### src/rtl/strap_fsel.sv
module strap_fsel #(
  parameter int FS_W = 4
) (
  input  logic            clk,
  input  logic            rst_n,
  input  logic            por_done,
  input  logic [FS_W:0]   strap_in,
  input  logic            cfg_sel_reg,
  input  logic [FS_W-1:0] cfg_code,
  input  logic            cfg_tristate,
  output logic [FS_W:0]   pin_oe,
  output logic [FS_W-1:0] fs_code,
  output logic [FS_W-1:0] strap_rb,
  output logic            mode_desktop,
  output logic            out_hiz
);
  localparam int NPIN = FS_W + 1;

  logic            run_q;
  logic [NPIN-1:0] strap_q;
  logic            hiz_q;
  logic [FS_W-1:0] code_q;

  always_ff @(posedge clk or negedge rst_n) begin
    if (!rst_n) begin
      run_q   <= 1'b0;
      strap_q <= '0;
    end else if (!run_q && por_done) begin
      run_q   <= 1'b1;
      strap_q <= strap_in;
    end
  end

  always_ff @(posedge clk or negedge rst_n) begin
    if (!rst_n) begin
      hiz_q  <= 1'b0;
      code_q <= '0;
    end else begin
      hiz_q  <= cfg_tristate;
      code_q <= cfg_sel_reg ? cfg_code : strap_q[FS_W-1:0];
    end
  end

  assign pin_oe       = {NPIN{run_q & ~hiz_q}};
  assign fs_code      = code_q;
  assign strap_rb     = ~strap_q[FS_W-1:0];
  assign mode_desktop = strap_q[FS_W];
  assign out_hiz      = hiz_q;
endmodule


### config.mk
export PLATFORM = sky130hd
export DESIGN_NAME = strap_fsel
export DESIGN_NICKNAME = d
export VERILOG_FILES = /design/src/rtl/strap_fsel.sv
export SDC_FILE = /design/constraint.sdc
export NUM_CORES = 1
export LEC_CHECK = 0
export BUFFER_PORTS_ARGS = -buffer_cell sky130_fd_sc_hd__buf_4
export CORE_AREA = 2 2 39 41
export DETAILED_ROUTE_END_ITERATION = 6
export DIE_AREA = 0 0 41 43
export PLACE_DENSITY = 0.65
export SYNTH_ARGS = -nofsm -noshare
export SYNTH_HDL_FRONTEND = slang
export SYNTH_SLANG_ARGS = --single-unit
export TNS_END_PERCENT = 10
### constraint.sdc
create_clock -name clk -period 1.5 [get_ports clk]
set_clock_uncertainty 0.1 [all_clocks]
set_input_delay 0.3 -clock clk [delete_from_list [all_inputs] [get_ports clk]]
set_output_delay 0.3 -clock clk [all_outputs]
set_load 0.03 [all_outputs]
# Word level (Yosys, flattened, before mapping)
# Cells that the tools add are included.
dict set report totals {
  wordCells 10
  output_inout_bits 15
  input_bits 14
  reg_bits 11
  latchBits 0
  mem_bits_ro 0
  memories 0
  ram_bits 0
}
dict set report classes {
  muxes 1
  n_bitwise 3
  magnitude_cmp 0
  div 0
  shift 0
  add_sub_neg 0
  n_eq_ne 0
  n_mul 0
  n_reduce_logical 2
}
# op n
set ops {}
lappend ops {{$mux W4} 1}
lappend ops {{$not A4 Y4} 1}
lappend ops {{$and A1 B1 Y1} 1}
lappend ops {{$logic_and A1 B1 Y1} 1}
lappend ops {{$logic_not A1 Y1} 1}
lappend ops {{$not A1 Y1} 1}

# Longest topological paths before layout
dict set report depth {
  ltp_word 2
  ltp_mapped 2
  mapped_depth_nobuf 2
}

# Least setup slack after synthesis
# No wires, ideal clock.
dict set report synth_path {
  path_type {register to output}
  start {register hiz_q, in the netlist out_hiz}
  end {output pin_oe[1]}
  slack_ns -0.272
  n_path_buf 1
  t_arrival_ns 1.372
  required_time_ns 1.100
  path_stages_with_launch 3
  path_cell_list {dfrtp_1 > nor2b_1 > buf_4}
}
dict set report synth_between {
  elab_chain_len 2
}
# element line
set synth_rtl {}
lappend synth_rtl {{from (decl)} 21} ;# logic hiz_q;
lappend synth_rtl {{from (signal assigned)} 39} ;# hiz_q <= cfg_tristate;
lappend synth_rtl {{$not A1 Y1} 44} ;# assign pin_oe = {NPIN{run_q & ~hiz_q}};
lappend synth_rtl {{$and A1 B1 Y1} 44}
lappend synth_rtl {{to (decl)} 11} ;# output logic [FS_W:0] pin_oe,
# Every way passes these cells.

# Worst setup path after layout
dict set report layout_path {
  start {register hiz_q, in the netlist out_hiz}
  end {output pin_oe[0]}
}
# Same word-level chain as after synthesis.

==> flow_results.org <==
** Run status
- The run finished with clean final reports.

** Die
- Area enclosed by the die boundary :: between 0.0015 and 0.002 sq mm
- For this configuration, the core starts out at a cell density of between 30% and 40%.
- The floorplan step set the die width to 41 microns.
- Core ar. :: 0.00138 sq mm
- Overall die height :: between 40 and 50 microns
- Number of rows in the core area :: 14
- 29 I/O pins were placed.

** Routing
- In this run, the number of DRC markers left after iteration 0 of detailed routing was 3.
- Dividing the detail-routed via count by the number of cells gives slightly above 4.
- The count of nets left with antenna violations once routing finished came out at 0.
- Remaining design rule violation count :: 0
- For this block, the routed nets add up to roughly 800 microns of wire.
- The first detailed-routing pass took 3 iterations.
- In the final routed layout, each cell accounts on average for 10.1 microns.
- The routed layout has about 330 vias.

** Yosys
- The synthesized design contains 0 enable-type register cells.
- Summed over all instances, the cell type with the most area after synthesis is sky130_fd_sc_hd__dfrtp_1.
- The Yosys step of the flow raised 0 warnings.
- When the netlist entered floorplanning its net count stood at 49.
- The synthesized netlist occupies a cell area of ~440 sq um.
- In the synthesized netlist the async set-or-reset flop fraction comes to 100%.
- Summing the sequential cell areas from Yosys gives around 63% of the chip area.
- Each instance of the synthesized netlist takes up on average roughly 13 sq um.
- Most repeated cell in the gate-level netlist after synthesis :: sky130_fd_sc_hd__dfrtp_1
- Synthesis produced 35 cells.
- In the synthesized netlist the dominant register cell turns out to be sky130_fd_sc_hd__dfrtp_1.
- By count the netlist is led by 11 x sky130_fd_sc_hd__dfrtp_1, 5 x sky130_fd_sc_hd__mux2_2.
- Of the post-synthesis cell area, the dominant cell type holds a little over three fifths.
- Flip-flop and latch count after synthesis :: 11
- Count of different cell masters after synthesis :: 9
- Ranking of synthesized cells by area :: sky130_fd_sc_hd__dfrtp_1 63%, sky130_fd_sc_hd__mux2_2 13%, sky130_fd_sc_hd__buf_4 6.9%

** Clock network
- In this run the clock root is driven by a sky130_fd_sc_hd__clkbuf_4.
- Worst-Skew Late Latency :: 260 ps
- Largest buffer count on any clock path :: 2
- In this run, CTS created clock tree buffers numbering 3.
- H-Tree Depth :: 1
- TritonCTS built the clock tree.
- Gates resized, CTS repair :: 0
- Counting every sink on the clock net gives 11.
- Clock-pin slew was measured on the worst setup and hold paths at approximately 60 ps.

** Worst setup path
- FF-to-FF path depth :: 3
- CP Data Required Time :: 1100 ps
- Of all nets on the critical path, the largest fanout is 5.
- The worst setup path is launched from a flip-flop.
- Flop-to-flop setup slack :: around 250 ps
- STA puts the critical path data arrival time at ~990 ps.
- The worst register-to-register path begins at run_q.
- Category of the most critical setup path :: flip-flop to primary output
- Crit path capture type :: primary output
- Endpoint of the worst-slack reg-to-reg timing path :: strap_q[1]

** Final layout
- Cells with a size suffix above 1 make up 61.5% of the layout.
- Area occupied by registers :: roughly 280 sq um
- The repair_antennas step left the layout with diodes totalling 0.
- In the final layout, the multi-input gates occupy between 100 and 150 sq um.
- The filler cells instantiated in the layout total 130.
- Signed area change from the synthesized netlist to the final layout :: 57.4%
- At the end of the flow, the number of nets in the layout was 80.

** Worst hold path
- Class of the tightest hold or removal check :: input port to flip-flop
- Hold_sp :: cfg_tristate
- Counting instances, the worst hold path has a depth of 1.
- The worst hold path terminates at out_hiz.

** Place
- Routability-driven placement congestion ratio :: approximately 0.63
- Port buffer count :: 28
- The wire-length estimate of the detail-placed layout is roughly 650 microns.

** Timing
- For the final routed database, the setup TNS stands at 0 ps.
- Setup repair after global routing missed its margin :: no
- Headroom to the max-slew limit came out at between 80% and 90%.
- Timing would allow up to about 700 MHz.
- Max-slew violations :: 0
- Final hold violations :: 0
- Total setup violations reported at the end of the flow :: 0
- Transition time of the tightest slew-check pin :: 155 ps
- Counting I/O delays and the setup requirement, the final critical path takes 1390 ps.
- Share of the clock period used by the worst path :: around 90%
- On the final layout, the worst hold slack is 47.9 ps.

** Pwr
- Across the VDD grid, the largest voltage drop is about 0.00034 V.
- In this run the static leakage power is about 0.36 nW.
- Dividing total power by cell area gives a power density of 1050 mW/mm^2.

** GRT
- The number of global-route vias before repair was about 320.
- First-pass GRT wire length :: between 1000 and 1500 microns
- For this run the aggregate overflow at the end of global routing stands at 0.
- Largest net degree at the start of global routing :: 12
- Initial antenna violation count :: 0
- For this run, the total global-route usage over all layers was measured as roughly 11%.

** Flow run
- Across the run, the number of max-cap violations was 0.
cells in the final DEF (no fill, tap or decap):
| cell | instances |
|---|---|
| sky130_fd_sc_hd__nand2_1 | 4 |
| sky130_fd_sc_hd__or2_2 | 1 |
| sky130_fd_sc_hd__inv_1 | 4 |
| sky130_fd_sc_hd__buf_4 | 29 |
| sky130_fd_sc_hd__dlygate4sd3_1 | 1 |
| sky130_fd_sc_hd__clkbuf_1 | 1 |
| sky130_fd_sc_hd__o21ai_0 | 4 |
| sky130_fd_sc_hd__clkbuf_4 | 3 |
| sky130_fd_sc_hd__nor2b_4 | 2 |
| sky130_fd_sc_hd__mux2_2 | 5 |
| sky130_fd_sc_hd__dfrtp_1 | 11 |
worst max-delay path, cell delays in order (launching register included):
cell and delay (ps):
sky130_fd_sc_hd__dfrtp_1 400, sky130_fd_sc_hd__nor2b_4 150, sky130_fd_sc_hd__buf_4 180
final cells by class:
cell class              instances  share of cell area [%]
well taps                      16                    2.90
clock buffers                   4                    3.81
inverters                       4                    2.18
multi-input cells              16                    18.1
repair buffers                 30                    33.0
flip-flops and latches         11                    39.9
worst max path at each step:
stage,from,end,slack [ps],cells past startpoint
2_1_floorplan,out_hiz,pin_oe[1],100,2
3_3_place_gp,run_q,pin_oe[1],330,2
3_5_place_dp,run_q,pin_oe[0],320,2
4_1_cts,run_q,pin_oe[0],30,2
5_1_grt,out_hiz,pin_oe[0],40,2
6_report,out_hiz,pin_oe[0],110,2
metal layers:
| layer | GRT usage, % | up-vias | part of all wire [%] |
|---|---|---|---|
| li1 | - | 168 | - |
| met1 | 11.3 | 146 | 36 |
| met2 | 17.5 | 14 | 57 |
| met3 | 1.57 | 0 | 7.1 |
| met4 | 10.0 | 0 | 0 |
| met5 | 0 | - | 0 |
report_power, final:
part | switching, W | internal [W]
Clock | 0.0000899 | 0.000103
Combinational | 0.000110 | 0.0000843
Sequential | 0.0000114 | 0.000324
Total | 0.000212 | 0.000511
registers in the layout, indices dropped and copies added (netlist names):
register / flops
out_hiz: 1
run_q: 1
fs_code: 4
strap_q: 5
logic make-up after synthesis:
group / count (synthesis) / share of synthesized area, %
compound gates: 4 / 4.57
buf+inv: 8 / 10.3
flops: 11 / 62.9
mux: 5 / 12.9
simple gates: 7 / 9.43
per-stage QoR:
| stage | worst slack (ps) | total power [W] | cell area, sq um | utilization (%) | instances |
|---|---|---|---|---|---|
| after floorplan | 97.2 | 0.000450 | 445 | - | 35 |
| after global placement | 333 | 0.000534 | 646 | 46.7 | 75 |
| after detailed placement | 322 | 0.000537 | 646 | 46.7 | 75 |
| after CTS | 27.1 | 0.000735 | 682 | 49.3 | 80 |
| after global routing | 37.6 | 0.000769 | 689 | 49.8 | 81 |
| final | 110 | 0.000722 | 689 | 49.8 | 81 |
timing repair:
item / CTS / global route
setup endpoints to repair: 0 / 5
hold buffers: 1 / 0
hold endpoints to repair: 11 / 0
buffers inserted: 0 / 1
Power figures use the tool's default switching activity.
